<file path="config.mk">
export PLATFORM = sky130hd
export DESIGN_NAME = serchain_rd
export DESIGN_NICKNAME = d
export VERILOG_FILES = /design/src/rtl/serchain_pkg.sv /design/src/rtl/serchain_ctrl.sv /design/src/rtl/serchain_dp.sv /design/src/rtl/serchain_dbnc.sv /design/src/rtl/serchain_rd.sv
export SDC_FILE = /design/constraint.sdc
export NUM_CORES = 1
export LEC_CHECK = 0
export BUFFER_PORTS_ARGS = -buffer_cell sky130_fd_sc_hd__buf_2
export CAP_MARGIN = 20
export CORE_AREA = 2 2 110 112
export CTS_BUF_LIST = sky130_fd_sc_hd__clkbuf_16
export CTS_CLUSTER_DIAMETER = 120
export DETAILED_ROUTE_END_ITERATION = 8
export DIE_AREA = 0 0 112 114
export PLACE_DENSITY = 0.78
export SLEW_MARGIN = 20
export SYNTH_ARGS = -nofsm -noshare
export SYNTH_HDL_FRONTEND = slang
export SYNTH_SLANG_ARGS = --single-unit
</file>
<file path="constraint.sdc">
create_clock -name clk -period 1.6 [get_ports clk]
set_input_delay 0.32 -clock clk [delete_from_list [all_inputs] [get_ports clk]]
set_output_delay 0.32 -clock clk [all_outputs]
set_load 0.02 [all_outputs]
</file>
<file path="src/rtl/serchain_pkg.sv">
package serchain_pkg;
  typedef struct packed {
    logic launch;
    logic shiftEn;
    logic capture;
  } strobe_t;
endpackage

</file>
<file path="src/rtl/serchain_ctrl.sv">
module serchain_ctrl
  import serchain_pkg::*;
#(
  parameter int NDEV = 4,
  parameter int HALF = 2
) (
  input  logic    clk,
  input  logic    rst_n,
  input  logic    start,
  input  logic    longFrame,
  output strobe_t strb,
  output logic    longQ,
  output logic    sclk,
  output logic    csN,
  output logic    busy,
  output logic    done,
  output logic    modeSel
);
  localparam int BITS_MAX = 16 * NDEV;
  localparam int BW = $clog2(BITS_MAX);
  localparam int DW = (HALF > 1) ? $clog2(HALF) : 1;
  localparam logic [BW-1:0] LAST_SHORT = BW'(8 * NDEV - 1);
  localparam logic [BW-1:0] LAST_LONG  = BW'(16 * NDEV - 1);
  localparam logic [DW-1:0] DIV_END    = DW'(HALF - 1);

  typedef enum logic {ST_IDLE, ST_SHIFT} state_t;

  state_t        state;
  logic [DW-1:0] divCnt;
  logic [BW-1:0] bitCnt;
  logic          sclkQ;
  logic          doneQ;
  logic          modeQ;
  logic          phaseEnd;
  logic          lastBit;

  assign phaseEnd = (divCnt == DIV_END);
  assign lastBit  = (bitCnt == (longQ ? LAST_LONG : LAST_SHORT));

  always_comb begin
    strb         = '0;
    strb.launch  = (state == ST_IDLE) && start;
    strb.shiftEn = (state == ST_SHIFT) && phaseEnd && !sclkQ;
    strb.capture = (state == ST_SHIFT) && phaseEnd && sclkQ && lastBit;
  end

  always_ff @(posedge clk or negedge rst_n) begin
    if (!rst_n) begin
      state  <= ST_IDLE;
      divCnt <= '0;
      bitCnt <= '0;
      sclkQ  <= 1'b0;
      doneQ  <= 1'b0;
      longQ  <= 1'b0;
      modeQ  <= 1'b1;
    end else begin
      doneQ <= 1'b0;
      unique case (state)
        ST_IDLE: begin
          modeQ <= ~longFrame;
          if (start) begin
            state  <= ST_SHIFT;
            longQ  <= longFrame;
            divCnt <= '0;
            bitCnt <= '0;
            sclkQ  <= 1'b0;
          end
        end
        ST_SHIFT: begin
          if (phaseEnd) begin
            divCnt <= '0;
            sclkQ  <= ~sclkQ;
            if (sclkQ) begin
              if (lastBit) begin
                state <= ST_IDLE;
                doneQ <= 1'b1;
              end else begin
                bitCnt <= bitCnt + 1'b1;
              end
            end
          end else begin
            divCnt <= divCnt + 1'b1;
          end
        end
        default: state <= ST_IDLE;
      endcase
    end
  end

  assign sclk    = sclkQ;
  assign csN     = (state == ST_IDLE);
  assign busy    = (state == ST_SHIFT);
  assign done    = doneQ;
  assign modeSel = modeQ;

  assert_done_single_R5: assert property (@(posedge clk) disable iff (!rst_n)
    done |=> !done);
  assert_sclk_idle_R2: assert property (@(posedge clk) disable iff (!rst_n)
    csN |-> !sclk);
  assert_cs_release_R5: assert property (@(posedge clk) disable iff (!rst_n)
    $rose(csN) |-> done);
  assert_mode_hold_R13: assert property (@(posedge clk) disable iff (!rst_n)
    busy |=> $stable(modeSel));
endmodule

</file>
<file path="src/rtl/serchain_dp.sv">
module serchain_dp
  import serchain_pkg::*;
#(
  parameter int NDEV = 4
) (
  input  logic              clk,
  input  logic              rst_n,
  input  strobe_t           strb,
  input  logic              miso,
  input  logic              longQ,
  input  logic              ignoreUv,
  input  logic              faultShared,
  input  logic [NDEV-1:0]   faultIn,
  input  logic [NDEV-1:0]   crcBad,
  output logic [8*NDEV-1:0] inBits,
  output logic [NDEV-1:0]   devValid,
  output logic [NDEV-1:0]   devFault,
  output logic [NDEV-1:0]   devWarn
);
  localparam int SRW = 16 * NDEV;

  logic [SRW-1:0]    shiftQ;
  logic [8*NDEV-1:0] nxtBits;
  logic [NDEV-1:0]   nxtFault;
  logic [NDEV-1:0]   nxtWarn;

  always_ff @(posedge clk or negedge rst_n) begin
    if (!rst_n) begin
      shiftQ <= '0;
    end else if (strb.launch) begin
      shiftQ <= '0;
    end else if (strb.shiftEn) begin
      shiftQ <= {shiftQ[SRW-2:0], miso};
    end
  end

  for (genvar i = 0; i < NDEV; i++) begin : g_dev
    logic [7:0] dataLong, statLong, dataShort, dataSel;
    logic       pinRaw, pinFault, uvAlarm, overTemp, faultAny;

    assign dataLong  = shiftQ[(2*NDEV-1-2*i)*8 +: 8];
    assign statLong  = shiftQ[(2*NDEV-2-2*i)*8 +: 8];
    assign dataShort = shiftQ[(NDEV-1-i)*8 +: 8];
    assign dataSel   = longQ ? dataLong : dataShort;

    assign pinRaw   = faultShared ? faultIn[0] : faultIn[i];
    assign pinFault = pinRaw & ~ignoreUv;
    assign uvAlarm  = ~statLong[2] & ~ignoreUv;
    assign overTemp = statLong[1];
    assign faultAny = pinFault | (longQ & (overTemp | uvAlarm | crcBad[i]));

    assign nxtFault[i]       = faultAny;
    assign nxtWarn[i]        = longQ & ~ignoreUv & ~statLong[0];
    assign nxtBits[i*8 +: 8] = faultAny ? 8'h00 : dataSel;

    assert_fault_blank_R10: assert property (@(posedge clk) disable iff (!rst_n)
      devFault[i] |-> (inBits[i*8 +: 8] == 8'h00));
  end

  always_ff @(posedge clk or negedge rst_n) begin
    if (!rst_n) begin
      inBits   <= '0;
      devValid <= '0;
      devFault <= '0;
      devWarn  <= '0;
    end else if (strb.capture) begin
      inBits   <= nxtBits;
      devValid <= ~nxtFault;
      devFault <= nxtFault;
      devWarn  <= nxtWarn;
    end
  end

  assert_result_hold_R5: assert property (@(posedge clk) disable iff (!rst_n)
    !strb.capture |=> $stable({inBits, devValid, devFault, devWarn}));
  assert_valid_excl_R10: assert property (@(posedge clk) disable iff (!rst_n)
    (devValid & devFault) == '0);
endmodule

</file>
<file path="src/rtl/serchain_dbnc.sv">
module serchain_dbnc #(
  parameter int REQW = 12,
  parameter int LIM1 = 25,
  parameter int LIM2 = 750,
  parameter int LIM3 = 3000
) (
  input  logic            clk,
  input  logic            rst_n,
  input  logic            dbWr,
  input  logic [REQW-1:0] dbReq,
  output logic [1:0]      dbSel,
  output logic            dbReject
);
  logic [1:0] code;
  logic       outOfRange;

  assign outOfRange = (dbReq > REQW'(LIM3));

  always_comb begin
    if (dbReq == '0)                code = 2'b00;
    else if (dbReq <= REQW'(LIM1))  code = 2'b01;
    else if (dbReq <= REQW'(LIM2))  code = 2'b10;
    else                            code = 2'b11;
  end

  always_ff @(posedge clk or negedge rst_n) begin
    if (!rst_n) begin
      dbSel    <= 2'b00;
      dbReject <= 1'b0;
    end else begin
      dbReject <= 1'b0;
      if (dbWr) begin
        if (outOfRange) dbReject <= 1'b1;
        else            dbSel    <= code;
      end
    end
  end

  assert_reject_hold_R12: assert property (@(posedge clk) disable iff (!rst_n)
    dbReject |-> $stable(dbSel));
endmodule

</file>
<file path="src/rtl/serchain_rd.sv">
module serchain_rd
  import serchain_pkg::*;
#(
  parameter int NDEV = 4,
  parameter int HALF = 2,
  parameter int REQW = 12
) (
  input  logic              clk,
  input  logic              rst_n,
  input  logic              start,
  input  logic              longFrame,
  input  logic              ignoreUv,
  input  logic              faultShared,
  input  logic [NDEV-1:0]   faultIn,
  input  logic [NDEV-1:0]   crcBad,
  input  logic              miso,
  output logic              sclk,
  output logic              csN,
  output logic              modeSel,
  input  logic              dbWr,
  input  logic [REQW-1:0]   dbReq,
  output logic [1:0]        dbSel,
  output logic              dbReject,
  output logic              busy,
  output logic              done,
  output logic [8*NDEV-1:0] inBits,
  output logic [NDEV-1:0]   devValid,
  output logic [NDEV-1:0]   devFault,
  output logic [NDEV-1:0]   devWarn
);
  strobe_t strb;
  logic    longQ;

  serchain_ctrl #(.NDEV(NDEV), .HALF(HALF)) u_ctrl (
    .clk(clk), .rst_n(rst_n), .start(start), .longFrame(longFrame),
    .strb(strb), .longQ(longQ), .sclk(sclk), .csN(csN), .busy(busy),
    .done(done), .modeSel(modeSel)
  );

  serchain_dp #(.NDEV(NDEV)) u_dp (
    .clk(clk), .rst_n(rst_n), .strb(strb), .miso(miso), .longQ(longQ),
    .ignoreUv(ignoreUv), .faultShared(faultShared), .faultIn(faultIn),
    .crcBad(crcBad), .inBits(inBits), .devValid(devValid),
    .devFault(devFault), .devWarn(devWarn)
  );

  serchain_dbnc #(.REQW(REQW)) u_dbnc (
    .clk(clk), .rst_n(rst_n), .dbWr(dbWr), .dbReq(dbReq),
    .dbSel(dbSel), .dbReject(dbReject)
  );
endmodule

</file>
==> run_results.csv <==
group,metric,value,unit
outcome,outcome,"complete, no violations",
drt,wire_per_inst,15.7,um
sta,slew_headroom,71.4,%
power_and_ir_drop,power_density,2040,nW/um^2
sta,worst_slew_pin_slew,0.429,ns
power_and_ir_drop,p_switching,5.18,mW
sta,drv_slew,0,
cells_and_area,area_growth,24.8,%
power_and_ir_drop,comb_power_share,32.7,%
cts,htreeDepth,4,
sta,period_minus_slack,1.54,ns
critical_path,crit_arrival,1.81,ns
cells_and_area,layout_common_cells,"nand2_1, dfrtp_1, buf_2",
placed_design,hpwlAfterDp,8170,um
floorplan,io_pins,80,
sta,setup_violations,0,
critical_path,path_delay_family,"compound AO/OA/AOI/OAI gates",
grt,grt_pass1_vias,4329,
cts,numCtsBuffers,17,
logic_synthesis,yosys_warnings,0,
logic_synthesis,synth.net_count,584,
sta,hold_violations,0,
cells_and_area,n_antenna_cell,0,
drt,via_per_inst,5.46,
logic_synthesis,synth_top_area_share,57.0,%
logic_synthesis,ys_ff_latch,123,
cells_and_area,layoutNonFillerInstCount,802,
cts,root_buffer,"clkbuf_16",
critical_path,crit_chain,"buf_4, a21oi_1, o211ai_4, o21ai_1",
sta,skew,0.00950,ns
logic_synthesis,synth.distinct_cells,42,
grt,grt_usage,20.9,%
cts,cts_tree,"built",
logic_synthesis,yosys.area.top_type,"dfrtp_1",
critical_path,startpoint_type,"register",
power_and_ir_drop,p_sw_share,37.9,%
sta,hold_ws,0.0818,ns
power_and_ir_drop,pwr-share-seq,39.0,%
cts,insertion_delay,0.41,ns
drt,vias,4382,
power_and_ir_drop,clkPwrFrac,28.3,%
placed_design,placed_cell_area,6030,um^2
logic_synthesis,ys_seq_area_share,57.5,%
cells_and_area,postLayoutCellArea,6680,um^2
power_and_ir_drop,internal_power,8.49,mW
drt,drt-total-wl,12600,um
floorplan,die_area,12800,um^2
power_and_ir_drop,p_leak,3.08,nW
cts,post_cts_buffers,0,
drt,antenna_left,0,
sta,fmax,650,MHz
cells_and_area,regArea,3080,um^2
critical_path,end_kind,"register",
drt,drt_pre_antenna_iters,5,
logic_synthesis,synth_cells,555,
cells_and_area,fillCellCount,1000,
sta,period_share,96.1,%
critical_path,crit_fanout,12,
logic_synthesis,synth_area_leaders,"dfrtp_1, nand2_1, mux2i_1, a21oi_1, o21ai_0",
critical_path,critPathKind,"reg2reg",
placed_design,pre_cts_slack,-0.0337,ns
logic_synthesis,avgSynthCellArea,9.64,um^2
floorplan,fp.dieW,112,um
cells_and_area,nets,671,
drt,drc,0,
drt,drtIter0Drc,396,
sta,rsz0062_at_grt,"true",
sta,tns,0,ns
floorplan,die_h,114,um
cts,cts-root-to-sink-buffers,2,
grt,grt_max_degree,75,
placed_design,globalplace.congestion,0.843,
grt,overflow,0,
cts,clk_pin_slew_worst_paths,0.05,ns
critical_path,path_buf_inv,1,
grt,antenna_found_initial,0,
sta,worst_slack,0.0626,ns
critical_path,slowest_delay,0.47,ns
cells_and_area,final_common_cell,"nand2_1",
grt,grt_pass1_wl,21200,um
floorplan,std_cell_rows,40,
placed_design,port_buffers,79,
floorplan,initial_core_util,45.7,%
hold_path,hold_path_class,"in2reg",
critical_path,worstPathRequired,1.87,ns
floorplan,fp.coreArea,11700,um^2
job,maxCapViolCount,0,
placed_design,dp_cells,769,
cts,clkSinkCount,123,
logic_synthesis,syn-cell-area,5350,um^2
power_and_ir_drop,ir_drop,0.00135,V
cells_and_area,drive_above_1_share,22.7,%
critical_path,crit_slowest_cell,"dfrtp_2",
cells_and_area,multi_input_area,2160,um^2
## stage by stage
stage          utilization, %  power, mW
6_report                 57.1       13.7
5_1_grt                  57.1       14.5
4_1_cts                  56.7       13.6
3_3_place_gp             51.5       9.50
3_5_place_dp             51.5       9.71
2_1_floorplan               -       8.10
## final cells by class
| cell class | count | share of cell area, % |
|---|---|---|
| Sequential cell | 123 | 46.1 |
| Multi-Input combinational cell | 395 | 32.3 |
| Timing Repair Buffer | 97 | 9.19 |
| Clock buffer | 17 | 6.37 |
| Tap cell | 147 | 2.75 |
| Clock inverter | 15 | 2.62 |
| Inverter | 8 | 0.637 |
## cells in the mapped netlist (all sizes together)
master,instances
a21oi,54
a221oi,3
a31oi,1
a41o,1
a41oi,2
and2,1
and3,4
and4,1
buf,12
clkbuf,17
dfrtp,122
dfstp,1
ha,1
inv,8
mux2,1
mux2i,33
nand2,185
nand2b,1
nand3,18
nand4,2
nor2,8
nor2b,5
nor3,3
nor4,1
o211ai,8
o21a,4
o21ai,43
o31ai,6
or2,2
or3,1
or3b,1
xnor2,2
xor2,3
## path summary, 6_finish.rpt
check / startpoint / end / slack [ns] / cells past startpoint
max in group asynchronous: rst_n / u_dp.shiftQ[54]$_DFFE_PN0P_ / 0.79 / 3
min in group asynchronous: rst_n / u_ctrl.divCnt$_DFFE_PN0P_ / 0.44 / 3
worst max register to register: u_ctrl.longQ$_DFFE_PN0P_ / u_dp.inBits[1]$_DFFE_PN0P_ / 0.06 / 4
worst min-delay path: longFrame / u_ctrl.modeSel$_DFFE_PN1N_ / 0.08 / 2
worst min register to register: u_dp.shiftQ[53]$_DFFE_PN0P_ / u_dp.shiftQ[54]$_DFFE_PN0P_ / 0.47 / 2
worst max-delay path: u_ctrl.longQ$_DFFE_PN0P_ / u_dp.inBits[1]$_DFFE_PN0P_ / 0.06 / 4
## sequential cells by signal, summed over array words and instances (netlist names)
name and count:
u_dbnc.dbSel 2, u_ctrl.bitCnt 6, u_dp.devFault 4, u_ctrl.divCnt 1, u_ctrl.done 1, u_dp.shiftQ 64, u_ctrl.sclk 1, u_dp.devWarn 4
u_dp.devValid 4, u_ctrl.busy 1, u_dbnc.dbReject 1, u_ctrl.modeSel 1, u_ctrl.longQ 1, u_dp.inBits 32
## layer usage
| layer | share of wire (%) | vias up | track usage [%] |
|---|---|---|---|
| li1 | - | 2063 | - |
| met1 | 42 | 2173 | 25.5 |
| met2 | 51 | 126 | 36.3 |
| met3 | 4.3 | 20 | 4.41 |
| met4 | 2.4 | 0 | 8.86 |
| met5 | 0 | - | 0 |
## power groups by stage
stage	Clock (mW)	Combinational [mW]	Sequential [mW]
final	3.87	4.47	5.33
after global routing	4.05	4.92	5.49
after CTS	3.90	4.43	5.31
after detailed placement	0	4.37	5.34
after global placement	0	4.24	5.27
after floorplan	0	2.28	5.82
## kinds of logic (layout without fill, tap and decap cells)
family,Yosys count,after routing,share of synthesized area [%]
DFF,123,123,57.5
muxes,34,34,6.45
AOI/OAI and AO/OA,122,122,13.7
buffers and inverters,37,137,2.83
adders and majority gates,1,1,0.234
and+or+nand+nor,233,233,18.3
xor gates and xnor gates,5,5,0.959
## what timing repair did
item / CTS / global route
endpoints found under the hold margin: 122 / 0
resized for setup: 1 / 31
setup endpoints to repair: 1 / 42
hold buffers: 1 / 0
No activity file was read; power rests on OpenSTA's default activity.
